--- src/rtl/tmo_pkg.sv ---
package tmo_pkg;

    typedef enum logic [1:0] {
        ST_IDLE,
        ST_COUNT,
        ST_QUIET,
        ST_FIRED
    } tmo_state_t;

endpackage

--- src/rtl/tmo_limit_dec.sv ---
module tmo_limit_dec #(
    parameter int CODE_W = 3,
    parameter int STEP   = 32,
    parameter int LIM_W  = 8
) (
    input  logic [CODE_W-1:0] code,
    output logic [LIM_W-1:0]  limit,
    output logic              off
);
    localparam logic [LIM_W-1:0] STEP_L = LIM_W'(STEP);

    always_comb begin
        limit = LIM_W'(code) * STEP_L;
        off   = (code == '0);
    end

    always_comb begin
        a_zero_off_r3: assert ((limit == '0) == off);
    end
endmodule

--- src/rtl/tmo_cycle_ctr.sv ---
module tmo_cycle_ctr #(
    parameter int W = 8
) (
    input  logic         clk,
    input  logic         rst_n,
    input  logic         clr,
    input  logic         en,
    output logic [W-1:0] cnt
);
    always_ff @(posedge clk) begin
        if (!rst_n || clr) begin
            cnt <= '0;
        end else if (en) begin
            cnt <= cnt + W'(1);
        end
    end

    p_clear_zero_r6: assert property (@(posedge clk) disable iff (!rst_n)
        clr |=> (cnt == '0));
endmodule

--- src/rtl/first_data_tmo.sv ---
module first_data_tmo #(
    parameter int CODE_W = 3,
    parameter int STEP   = 32
) (
    input  logic              clk,
    input  logic              rst_n,
    input  logic              txn_start,
    input  logic              first_data,
    input  logic              txn_end,
    input  logic [CODE_W-1:0] tmo_code,
    output logic              disc_req
);
    import tmo_pkg::*;

    localparam int MAX_LIM = ((1 << CODE_W) - 1) * STEP;
    localparam int LIM_W   = $clog2(MAX_LIM + 1);

    tmo_state_t       state, state_nx;
    logic [LIM_W-1:0] lim_dec, lim_q, cnt;
    logic             code_off, accept, hit;

    tmo_limit_dec #(.CODE_W(CODE_W), .STEP(STEP), .LIM_W(LIM_W)) u_dec (
        .code  (tmo_code),
        .limit (lim_dec),
        .off   (code_off)
    );

    tmo_cycle_ctr #(.W(LIM_W)) u_ctr (
        .clk   (clk),
        .rst_n (rst_n),
        .clr   (accept || txn_end),
        .en    (state == ST_COUNT),
        .cnt   (cnt)
    );

    assign accept = (state == ST_IDLE) && txn_start && !txn_end;
    assign hit    = (state == ST_COUNT) && !first_data && !txn_end
                    && (cnt == lim_q - LIM_W'(1));

    // captured limit
    always_ff @(posedge clk) begin
        if (!rst_n) begin
            lim_q <= '0;
        end else if (accept) begin
            lim_q <= lim_dec;
        end
    end

    // next-state logic
    always_comb begin
        state_nx = state;
        unique case (state)
            ST_IDLE:  if (accept) state_nx = code_off ? ST_QUIET : ST_COUNT;
            ST_COUNT: begin
                if (txn_end)         state_nx = ST_IDLE;
                else if (first_data) state_nx = ST_QUIET;
                else if (hit)        state_nx = ST_FIRED;
            end
            ST_QUIET: if (txn_end) state_nx = ST_IDLE;
            ST_FIRED: if (txn_end) state_nx = ST_IDLE;
            default:  state_nx = ST_IDLE;
        endcase
    end

    // state register
    always_ff @(posedge clk) begin
        if (!rst_n) state <= ST_IDLE;
        else        state <= state_nx;
    end

    // output register
    always_ff @(posedge clk) begin
        if (!rst_n) disc_req <= 1'b0;
        else        disc_req <= hit;
    end

    p_reset_quiet_r1: assert property (@(posedge clk)
        !rst_n |=> (!disc_req && state == ST_IDLE));

    p_fire_at_limit_r2: assert property (@(posedge clk) disable iff (!rst_n)
        disc_req |-> (cnt == lim_q && state == ST_FIRED));

    p_no_overflow_r2: assert property (@(posedge clk) disable iff (!rst_n)
        (state == ST_COUNT) |-> (cnt < lim_q));

    p_off_silent_r3: assert property (@(posedge clk) disable iff (!rst_n)
        disc_req |-> (lim_q != '0));

    p_quiet_after_data_r4: assert property (@(posedge clk) disable iff (!rst_n)
        (state == ST_QUIET) |=> !disc_req);

    p_one_pulse_r5: assert property (@(posedge clk) disable iff (!rst_n)
        disc_req |=> !disc_req);

    p_end_rearm_r6: assert property (@(posedge clk) disable iff (!rst_n)
        txn_end |=> (state == ST_IDLE && !disc_req));

    p_code_held_r7: assert property (@(posedge clk) disable iff (!rst_n)
        (state != ST_IDLE && !accept) |=> $stable(lim_q));
endmodule

--- config.mk ---
export PLATFORM = sky130hd
export DESIGN_NAME = first_data_tmo
export DESIGN_NICKNAME = d
export VERILOG_FILES = /design/src/rtl/tmo_pkg.sv /design/src/rtl/tmo_limit_dec.sv /design/src/rtl/tmo_cycle_ctr.sv /design/src/rtl/first_data_tmo.sv
export SDC_FILE = /design/constraint.sdc
export NUM_CORES = 1
export LEC_CHECK = 0
export ABC_AREA = 1
export BUFFER_PORTS_ARGS = -buffer_cell sky130_fd_sc_hd__buf_2
export CORE_MARGIN = 2
export CORE_UTILIZATION = 55
export CTS_CLUSTER_DIAMETER = 50
export CTS_CLUSTER_SIZE = 30
export DETAILED_ROUTE_END_ITERATION = 8
export GPL_TIMING_DRIVEN = 0
export PLACE_DENSITY = 0.76
export SLEW_MARGIN = 20
export SYNTH_ARGS = -nofsm -noshare
export SYNTH_HDL_FRONTEND = slang
export SYNTH_SLANG_ARGS = --single-unit
export TNS_END_PERCENT = 100
--- constraint.sdc ---
create_clock -name clk -period 1.6 [get_ports clk]
set_clock_uncertainty 0.1 [all_clocks]
set_input_delay 0.32 -clock clk [delete_from_list [all_inputs] [get_ports clk]]
set_output_delay 0.32 -clock clk [all_outputs]
set_load 0.01 [all_outputs]
Word-level counts from Yosys, hierarchy flattened
Index checks and enable logic that the tools add are counted.
- add/subtract/negate cells: 2
- equal/unequal tests: 7
- multiplexer cells: 7
- reductions and logical operators: 14
- operators with widths (cell ; number):
    two-way mux 2 bit ; 6
    adder 8 x 1 -> 8 bit (second input constant) ; 1
    == test 8 bit ; 1
    subtractor 8 x 1 -> 8 bit (second input constant) ; 1
    case mux 2 bit (3 select lines) ; 1
    logical AND 1 bit ; 5
    == test 2 bit (second input constant) ; 2
    inequality test 4 bit (second input constant) ; 1
    zero test 1 bit ; 3
    zero test 3 bit ; 1
    AND reduction 3 bit ; 1
    == test 2 x 1 -> 1 bit (second input constant) ; 1
    zero test 2 bit ; 1
    logical OR 1 bit ; 2
    inequality test 2 x 1 -> 1 bit (second input constant) ; 1
    inequality test 2 bit (second input constant) ; 1
    OR reduction 2 bit ; 1
- flip-flop bits (word level): 14
- input port bits: 8

Longest topological paths before layout
- word-level depth: 8
- mapped depth: 11

Modules after synthesis
From an unflattened synthesis, not the netlist that was laid out.
- cell total of the unflattened synthesis: 187
- area, all modules: 1188.6 um2
- modules (own cells, without submodules) (module ; instances ; cells each ; area each (um2) ; sequential area each (um2)):
    first_data_tmo ; 1 ; 122 ; 737.0 ; 220.2
    tmo_cycle_ctr ; 1 ; 52 ; 370.4 ; 160.2
    tmo_limit_dec ; 1 ; 13 ; 81.3 ; 0.0

Least setup slack after synthesis
OpenSTA, ideal clock, no wires.
- kind: reg2reg
- from: reg lim_q[5]
- to: reg state[1]
- arrival time: 1.173 ns
- slack: 0.215 ns
- stages on the path, launching flop included: 12
- buffers on the path: 0
- clock period less this slack: 1.385 ns
- cells stage by stage: dfxtp_1 -> inv_1 -> ha_1 -> inv_1 -> nand2_1 -> nand3_1 -> nor2_1 -> nand2_1 -> nand2_1 -> nand2_1 -> nor2_1 -> nor2_1
- word-level cells in the longest chain between the ends: 5
- RTL lines (element ; line ; text):
    from (decl) ; first_data_tmo.sv:19 ; logic [LIM_W-1:0] lim_dec, lim_q, cnt;
    from (signal assigned) ; first_data_tmo.sv:45 ; lim_q <= lim_dec;
    subtractor 8 x 1 -> 8 bit ; first_data_tmo.sv:38 ; && (cnt == lim_q - LIM_W'(1));
    == test 8 bit ; first_data_tmo.sv:38 ;
    logical AND 1 bit ; first_data_tmo.sv:38 ;
    inequality test 4 bit (no source line) ; -- ;
    AND reduction 3 bit (no source line) ; -- ;
    to (signal assigned) ; first_data_tmo.sv:68 ; else state <= state_nx;
    to (decl) ; first_data_tmo.sv:18 ; tmo_state_t state, state_nx;
Every way passes these cells.
A chain may end at the register's enable or synchronous reset.

Final worst setup path
Same ends and word-level chain as after synthesis.

==> results.sh <==
export IMPL_status="complete, no violations"
export IMPL_wl_met1_um=659
export IMPL_slew_viol_final=0
export IMPL_total_power_mw=1.08
export IMPL_setup_viol=0
export IMPL_antenna_found_initial=0
export IMPL_hold_path_class="in -> reg"
export IMPL_period_share_pct=94.2
export IMPL_clk_pin_slew_ns=0.09
export IMPL_syn_num_nets=126
export IMPL_drive_gt1_share_pct=29.2
export IMPL_layout_common_cells="nand2_1 (27), inv_1 (14), dfxtp_1 (13)"
export IMPL_wire_per_inst_um=11.8
export IMPL_top_layer="met4"
export IMPL_peakVddDrop_mv=0.916
export IMPL_fin_area_um2=915
export IMPL_fin_crit_ns=1.51
export IMPL_ys_seq_elements=14
export IMPL_avgSynthCellArea_um2=6.75
export IMPL_cts_tree="built"
export IMPL_cts_sinks=14
export IMPL_floorplan_initialDensity_pct=59.4
export IMPL_synth_area_leaders="dfxtp_1 (36%), nand2_1 (14%), inv_1 (8.1%)"
export IMPL_fin_tns_setup_ns=0
export IMPL_synth_cell_types=19
export IMPL_yosysTopAreaCellShare_pct=35.8
export IMPL_swShare_pct=38.6
export IMPL_synth_seq_area_share_pct=35.8
export IMPL_final_hold_viol_count=0
export IMPL_power_leakage_nw=0.392
export IMPL_crit_reg2reg_launch="lim_q[5]$_SDFFE_PN0P_"
export IMPL_slew_headroom_pct=81.2
export IMPL_fin_ws_ns=0.0929
export IMPL_ios=9
export IMPL_cts_buffers=3
export IMPL_worstPathRequired_ns=1.70
export IMPL_final_core_util_pct=69.4
export IMPL_wirelength_mm=1.72
export IMPL_num_rows=13
export IMPL_slowest_stage="dfxtp_2"
export IMPL_start_kind="register"
export IMPL_clock_path_buffers=2
export IMPL_critical_path_class="reg -> reg"
export IMPL_antenna_cells=0
export IMPL_power_density_nw_per_um2=1180
export IMPL_comb_power_share_pct=36.3
export IMPL_internal_power_mw=0.661
export IMPL_overflow=0
export IMPL_critPathArrivalTime_ns=1.60
export IMPL_yosysWarnings=0
export IMPL_drtPass1Iterations=4
export IMPL_die_area_um2=1740
export IMPL_die_height_um=41.7
export IMPL_htree_num_levels=1
export IMPL_portBuffers=8
export IMPL_worstSkewPairLatency_ns=0.29
export IMPL_fin_hold_ws_ns=0.216
export IMPL_fmax_ghz=0.664
export IMPL_grt_pass1_vias=710
export IMPL_grt_pass1_wl_mm=2.73
export IMPL_dr_total_vias=791
export IMPL_worst_pin_slew_ns=0.280
export IMPL_rsz0062_at_grt="yes"
export IMPL_path_cells="inv_2, ha_4, inv_2, nand2_1, nand3_1, nor2_1, nand2_1, nand2_2, nand2_2, nor2_2, nor2_1"
export IMPL_hold_start="tmo_code[2]"
export IMPL_final_common_cell="nand2_1"
export IMPL_drv_cap=0
export IMPL_post_place_ws_ns=0.0528
export IMPL_dpl_hpwl_mm=1.22
export IMPL_post_route_drc_count=0
export IMPL_synth_area_leader_cell="dfxtp_1"
export IMPL_viasPerCell=5.46
export IMPL_pwr_share_clk_pct=24.7
export IMPL_wl_met3_um=81
export IMPL_ant_nets=0
export IMPL_grt_use_total_pct=20.2
export IMPL_critPathLaunch="lim_q[5]$_SDFFE_PN0P_"
export IMPL_syn_area_um2=783
export IMPL_p_sw_mw=0.415
export IMPL_die_w_um=41.7
export IMPL_drt_iter0_drc=12
export IMPL_path_max_fanout=3
export IMPL_area_growth_pct=16.8
export IMPL_cpPeakStageDelay_ns=0.34
export IMPL_core_um2=1320
export IMPL_placed_cells=139
export IMPL_routabilityCongestion=0.747
export IMPL_crit_path_end_kind="register"
export IMPL_fin_cells=145
export IMPL_grt_max_degree=9
export IMPL_seq_power_share_pct=39.0
export IMPL_synthCells=116
export IMPL_fin_nets=141
export IMPL_root_buffer="clkbuf_4"
export IMPL_met2_length_um=913
export IMPL_placed_cell_area_um2=842
==> critical path: cells and delay by family (launching register included) <==
family | cells | cell delay [ns]
simple gates | 8 | 0.62
fa+ha+maj | 1 | 0.27
buf+inv | 2 | 0.08
flops | 1 | 0.34
==> worst paths after layout <==
| kind | cells after the start | slack, ns | to |
|---|---|---|---|
| hold reg to reg | 2 | 0.39 | lim_q[7]$_SDFFE_PN0P_ |
| setup / recovery | 11 | 0.09 | state[1]$_SDFFE_PN0P_ |
| hold / removal | 3 | 0.22 | lim_q[7]$_SDFFE_PN0P_ |
| setup reg to reg | 11 | 0.09 | state[1]$_SDFFE_PN0P_ |
==> state kept, by name, summed over array words and instances, names as in the netlist <==
signal,count
disc_req,1
lim_q,3
state,2
u_ctr.cnt,8
==> area by class of cell <==
type | count | area [um^2]
tap | 15 | 18.8
fill | 118 | 403
multi-input combinational | 80 | 440
timing repair buffer | 10 | 55.1
sequential | 14 | 282
clock buffer | 4 | 36.3
inverter | 22 | 82.6
==> logic make-up after synthesis <==
group / share of synthesized area [%]
adder cells (fa/ha/maj): 3.19
flip-flops: 35.8
AND/OR/NAND/NOR: 38.7
buffers and inverters: 10.5
AO/OA/AOI/OAI: 11.8
==> synthesized netlist by cell type (all sizes together) <==
library cell and number:
a21o 1, a21oi 9, clkinv 1, dfxtp 14, ha 2, inv 21
nand2 31, nand3 4, nand3b 1, nor2 14, nor3 10, o21ai 8
==> power by group through the flow <==
stage          registers, mW  clock network, mW  logic, mW
3_3_place_gp           0.423                  0      0.317
6_report               0.419              0.266      0.391
2_1_floorplan          0.420                  0      0.266
4_1_cts                0.417              0.263      0.335
3_5_place_dp           0.425                  0      0.333
5_1_grt                0.423              0.277      0.433
==> routing by layer <==
layer	up-vias	global-route usage, %
met5	-	0
met4	0	9.68
met3	8	3.91
met2	20	37.5
met1	369	21.4
li1	394	-
==> timing repair <==
| item | in CTS | in global routing |
|---|---|---|
| setup buffers | 0 | 2 |
| endpoints found under the setup margin | 0 | 2 |
| resized for setup | 0 | 8 |
| hold buffers | 0 | 0 |
No activity file was read; power rests on OpenSTA's default activity.
